===== config.mk =====
export PLATFORM = sky130hd
export DESIGN_NAME = nvs_swseq_detect
export DESIGN_NICKNAME = d
export VERILOG_FILES = /design/src/rtl/nvs_pkg.sv /design/src/rtl/nvs_sync.sv /design/src/rtl/nvs_seq_fsm.sv /design/src/rtl/nvs_swseq_detect.sv
export SDC_FILE = /design/constraint.sdc
export NUM_CORES = 1
export LEC_CHECK = 0
export BUFFER_PORTS_ARGS = -buffer_cell sky130_fd_sc_hd__buf_4
export CORE_MARGIN = 8
export CORE_UTILIZATION = 25
export CTS_CLUSTER_DIAMETER = 100
export CTS_CLUSTER_SIZE = 30
export DETAILED_ROUTE_END_ITERATION = 12
export PLACE_DENSITY = 0.57
export SLEW_MARGIN = 15
export SYNTH_ARGS = -nofsm -noshare
export SYNTH_HDL_FRONTEND = slang
export SYNTH_HIERARCHICAL = 1
export SYNTH_SLANG_ARGS = --single-unit

===== constraint.sdc =====
create_clock -name clk -period 2.3 [get_ports clk]
set_input_delay 0.23 -clock clk [delete_from_list [all_inputs] [get_ports clk]]
set_output_delay 0.23 -clock clk [all_outputs]
set_load 0.005 [all_outputs]

===== src/rtl/nvs_pkg.sv =====
package nvs_pkg;
  localparam int ADDR_W  = 13;
  localparam int SEQ_LEN = 6;
  localparam int STEP_W  = $clog2(SEQ_LEN);

  localparam logic [ADDR_W-1:0] STORE_END  = 13'h0F0F;
  localparam logic [ADDR_W-1:0] RECALL_END = 13'h0F0E;
  localparam logic [ADDR_W-1:0] FIRST_ADDR = 13'h0000;

  // expected address for steps 0..4 of the unlock pattern
  function automatic logic [ADDR_W-1:0] seq_addr(input logic [STEP_W-1:0] idx);
    case (idx)
      3'd0:    seq_addr = FIRST_ADDR;
      3'd1:    seq_addr = 13'h1555;
      3'd2:    seq_addr = 13'h0AAA;
      3'd3:    seq_addr = 13'h1FFF;
      default: seq_addr = 13'h10F0;
    endcase
  endfunction
endpackage


===== src/rtl/nvs_sync.sv =====
module nvs_sync #(
  parameter int W = 1,
  parameter int STAGES = 2,
  parameter logic [W-1:0] RST_VAL = '1
) (
  input  logic         clk,
  input  logic         rst,
  input  logic [W-1:0] d,
  output logic [W-1:0] q
);
  logic [W-1:0] stg [STAGES];

  always_ff @(posedge clk) begin
    if (rst) begin
      for (int i = 0; i < STAGES; i++) stg[i] <= RST_VAL;
    end else begin
      stg[0] <= d;
      for (int i = 1; i < STAGES; i++) stg[i] <= stg[i-1];
    end
  end

  assign q = stg[STAGES-1];
endmodule


===== src/rtl/nvs_seq_fsm.sv =====
module nvs_seq_fsm
  import nvs_pkg::*;
(
  input  logic              clk,
  input  logic              rst,
  input  logic              rd_evt,
  input  logic              abort,
  input  logic [ADDR_W-1:0] addr,
  output logic              req_store,
  output logic              req_recall
);
  localparam logic [STEP_W-1:0] LAST = STEP_W'(SEQ_LEN - 1);

  logic [STEP_W-1:0] step;
  logic              is_first;

  assign is_first = (addr == FIRST_ADDR);

  always_ff @(posedge clk) begin
    if (rst) begin
      step       <= '0;
      req_store  <= 1'b0;
      req_recall <= 1'b0;
    end else begin
      req_store  <= 1'b0;
      req_recall <= 1'b0;
      if (abort) begin
        step <= '0;
      end else if (rd_evt) begin
        if (step == LAST) begin
          req_store  <= (addr == STORE_END);
          req_recall <= (addr == RECALL_END);
          step       <= is_first ? STEP_W'(1) : '0;
        end else if (addr == seq_addr(step)) begin
          step <= step + STEP_W'(1);
        end else begin
          step <= is_first ? STEP_W'(1) : '0;
        end
      end
    end
  end

  // an abort leaves no partial match and no request behind
  assert_abort_clears_R9: assert property (@(posedge clk) disable iff (rst)
    abort |=> (step == '0) && !req_store && !req_recall);

  // a request only follows a read at the final step
  assert_req_needs_read_R5: assert property (@(posedge clk) disable iff (rst)
    (req_store || req_recall) |-> $past(rd_evt) && ($past(step) == LAST));
endmodule


===== src/rtl/nvs_swseq_detect.sv =====
module nvs_swseq_detect
  import nvs_pkg::*;
#(
  parameter int SYNC_STAGES = 2
) (
  input  logic              clk,
  input  logic              rst,
  input  logic [ADDR_W-1:0] addr,
  input  logic              ce_n,
  input  logic              we_n,
  input  logic              oe_n,
  input  logic              nv_busy,
  input  logic              low_vdd,
  output logic              sw_store,
  output logic              sw_recall,
  output logic              chip_hold
);
  logic [1:0] strb_s;
  logic       ce_s, we_s, ce_q, busy_q;
  logic       ce_fall, wr_seen, rd_evt, abort;

  nvs_sync #(.W(2), .STAGES(SYNC_STAGES), .RST_VAL(2'b11)) u_sync (
    .clk (clk),
    .rst (rst),
    .d   ({ce_n, we_n}),
    .q   (strb_s)
  );

  assign ce_s = strb_s[1];
  assign we_s = strb_s[0];

  always_ff @(posedge clk) begin
    if (rst) begin
      ce_q   <= 1'b1;
      busy_q <= 1'b0;
    end else begin
      ce_q   <= ce_s;
      busy_q <= nv_busy;
    end
  end

  assign ce_fall = ce_q & ~ce_s;
  assign wr_seen = ~ce_s & ~we_s;
  assign rd_evt  = ce_fall & we_s;
  assign abort   = wr_seen | nv_busy | low_vdd | chip_hold;

  nvs_seq_fsm u_fsm (
    .clk        (clk),
    .rst        (rst),
    .rd_evt     (rd_evt),
    .abort      (abort),
    .addr       (addr),
    .req_store  (sw_store),
    .req_recall (sw_recall)
  );

  always_ff @(posedge clk) begin
    if (rst)                        chip_hold <= 1'b0;
    else if (sw_store || sw_recall) chip_hold <= 1'b1;
    else if (busy_q && !nv_busy)    chip_hold <= 1'b0;
  end

  assert_one_kind_R2: assert property (@(posedge clk) disable iff (rst)
    !(sw_store && sw_recall));

  assert_store_pulse_R10: assert property (@(posedge clk) disable iff (rst)
    sw_store |=> !sw_store);

  assert_recall_pulse_R10: assert property (@(posedge clk) disable iff (rst)
    sw_recall |=> !sw_recall);

  assert_req_after_fall_R10: assert property (@(posedge clk) disable iff (rst)
    (sw_store || sw_recall) |-> $past(ce_fall));

  assert_hold_with_req_R8: assert property (@(posedge clk) disable iff (rst)
    (sw_store || sw_recall) |=> chip_hold);

  assert_hold_stays_R8: assert property (@(posedge clk) disable iff (rst)
    (chip_hold && !(busy_q && !nv_busy)) |=> chip_hold);

  assert_oe_known_R7: assert property (@(posedge clk) disable iff (rst)
    !$isunknown(oe_n));
endmodule


==> impl_metrics.env <==
export IMPL_crit_path_end_kind="flop"
export IMPL_synth_async_reset_ratio_pct=0
export IMPL_critPathKind="reg2reg"
export IMPL_rows=18
export IMPL_synthCells=75
export IMPL_grt_usage_pct=6.41
export IMPL_numCtsBuffers=3
export IMPL_area_growth_pct=30.3
export IMPL_grt_antenna_before_repair=0
export IMPL_arrival_ns=2.07
export IMPL_synth_cell_type_count=31
export IMPL_routed_wl_um=1430
export IMPL_cts_root_buf="clkbuf_4"
export IMPL_grt_overflow_total=0
export IMPL_first_global_vias=556
export IMPL_cp_required_ns=2.46
export IMPL_power_density_mw_per_mm2=436
export IMPL_synth_area_leaders="dfxtp_1 36%, ha_1 9.4%, nor2b_1 4.7%"
export IMPL_p_leak_nw=0.357
export IMPL_fin_skew_ns=0.000239
export IMPL_start_util_pct=26.7
export IMPL_synth_nets=100
export IMPL_finalSetupViolations=0
export IMPL_grt_max_degree=10
export IMPL_synth_seq_area_share_pct=36.0
export IMPL_post_route_min_period_ns=1.90
export IMPL_drtPass1Iterations=3
export IMPL_vias_per_cell=4.57
export IMPL_power_total_uw=380
export IMPL_crit_fanout=5
export IMPL_tritoncts="yes"
export IMPL_pin_count=23
export IMPL_post_route_drc_count=0
export IMPL_final_cells=127
export IMPL_clock_latency_ns=0.26
export IMPL_synthFlopType="dfxtp_1"
export IMPL_final_layout_size_suffix_gt1_share_pct=28.9
export IMPL_cts_repair_resized=0
export IMPL_dp_cells=124
export IMPL_hold_viol_final=0
export IMPL_clock_tree_buffer_depth=2
export IMPL_ys_warn_count=6
export IMPL_critPathLaunchType="flop"
export IMPL_place_hpwl_um=1190
export IMPL_die_w_um=67.7
export IMPL_cts_hold_buf=0
export IMPL_grt_pass1_wl_um=2240
export IMPL_numClockSinks=12
export IMPL_tns_ns=0
export IMPL_synth_top_cell_area_share_pct=36.0
export IMPL_finalCritPeriodShare_pct=82.8
export IMPL_avgSynthCellArea_um2=8.91
export IMPL_post_synth_top_area_cell="dfxtp_1"
export IMPL_port_buffers=21
export IMPL_fmax_ghz=0.525
export IMPL_place_congestion=0.833
export IMPL_dieArea_mm2=0.00458
export IMPL_drtIter0Drc=19
export IMPL_core_mm2=0.00250
export IMPL_vias=580
export IMPL_vdd_ir_drop_max_mv=0.327
export IMPL_synth_edf_count=0
export IMPL_postCtsSetupRepairBufs=0
export IMPL_die_h_um=67.7
export IMPL_n_antenna_cell=0
export IMPL_rsz0062_at_grt="no"
export IMPL_hold_class="in2reg"
export IMPL_wire_per_inst_um=11.2
export IMPL_ant_nets=0
export IMPL_maxCapViolations=0
export IMPL_finalHoldWorstSlack_ns=0.139
export IMPL_drv_slew=0
export IMPL_outcome="finished, final reports clean"
export IMPL_syn_area_um2=668
export IMPL_worstMarginPinSlew_ns=0.435
export IMPL_fin_nets=124
export IMPL_fillers=266
export IMPL_clk_pin_slew_ns=0.07
export IMPL_max_slew_margin_pct=70.9
export IMPL_ys_ff_latch=12
export IMPL_htreeDepth=1
==> path summary, 6_finish.rpt <==
check | start | endpoint | slack, ns | cells after the start
worst min register to register | u_sync/stg[0][1]$_SDFF_PP1_ | u_sync/stg[0][3]$_SDFF_PP1_ | 0.41 | 1
worst max-delay path | u_fsm/step[0]$_SDFFE_PP0P_ | u_fsm/step[0]$_SDFFE_PP0P_ | 0.40 | 7
worst min-delay path | addr[0] | u_fsm/req_recall$_SDFF_PP0_ | 0.14 | 2
worst max register to register | u_fsm/step[0]$_SDFFE_PP0P_ | u_fsm/step[0]$_SDFFE_PP0P_ | 0.40 | 7
==> cell usage after synthesis, types with 2 or more instances <==
cell type  instances
or2_1              5
dfxtp_1           12
inv_1              5
nand4_1            3
nand3_1            2
nand2b_1           2
a31oi_1            2
nor2b_1            5
o21ai_1            3
nor2_1             4
buf_4              2
ha_1               5
nand3b_1           4
nor3_1             3
nand2_1            2
==> cell usage in the layout (no fill, tap or decap), types with 2 or more instances in the layout <==
| cell type | Yosys | layout |
|---|---|---|
| buf_4 | 2 | 21 |
| dfxtp_1 | 12 | 12 |
| or2_1 | 5 | 5 |
| nor2b_1 | 5 | 5 |
| inv_1 | 5 | 5 |
| ha_1 | 5 | 5 |
| nor2_1 | 4 | 4 |
| nand3b_1 | 4 | 4 |
| nor3_1 | 3 | 3 |
| o21ai_1 | 3 | 3 |
| clkbuf_4 | 0 | 3 |
| nand4_1 | 3 | 3 |
| nand2b_1 | 2 | 2 |
| nand2_1 | 2 | 2 |
| nand3_1 | 2 | 2 |
| a31oi_1 | 2 | 2 |
==> sequential cells by signal, summed over array words and instances (netlist names) <==
name	cells
busy_q	1
chip_hold	1
u_sync/stg	4
u_fsm/req_recall	1
ce_q	1
u_fsm/step	3
u_fsm/req_store	1
==> kinds of logic after synthesis <==
family          share of synthesized area [%]
simple gates                             36.1
mux                                      1.50
fa+ha+maj                                9.36
flops                                    36.0
compound gates                           12.0
buf+inv                                  5.06
==> where the power goes <==
group	internal [mW]	switching, mW	leakage, nW
sequential	0.212	0.00122	0.0980
clock	0.0605	0.0609	0.0138
combinational	0.0276	0.0169	0.245
total	0.300	0.0791	0.357
==> metrics by stage <==
step,setup WS (ns),instance area (um^2),utilization [%]
after floorplan,0.594,668,-
after global placement,0.427,848,33.9
after detailed placement,0.419,848,33.9
after CTS,0.400,871,34.8
after global routing,0.279,871,34.8
final,0.396,871,34.8
==> routing by layer <==
| layer | track usage, % | part of all wire [%] | vias to the layer above |
|---|---|---|---|
| met2 | 9.70 | 42 | 17 |
| met3 | 4.47 | 9.8 | 0 |
| met5 | 0 | 0 | - |
| met1 | 7.45 | 48 | 251 |
| met4 | 0.783 | 0 | 0 |
| li1 | - | - | 312 |
==> area by class of cell <==
class | instances | area [um^2] | share of cell area [%]
tap | 30 | 37.5 | 4.31
multi-input combinational | 56 | 394 | 45.3
inverter | 5 | 18.8 | 2.16
sequential | 12 | 240 | 27.6
clock buffer | 3 | 22.5 | 2.59
timing repair buffer | 21 | 158 | 18.1
==> worst max-delay path, cell delays in order (launching register included) <==
cell and delay, ns:
dfxtp_1 0.40, inv_1 0.12, ha_1 0.21, o21bai_1 0.19, mux2i_1 0.21, a21oi_1 0.11
or3_4 0.41, a21o_1 0.16
Power figures use the tool's default switching activity.
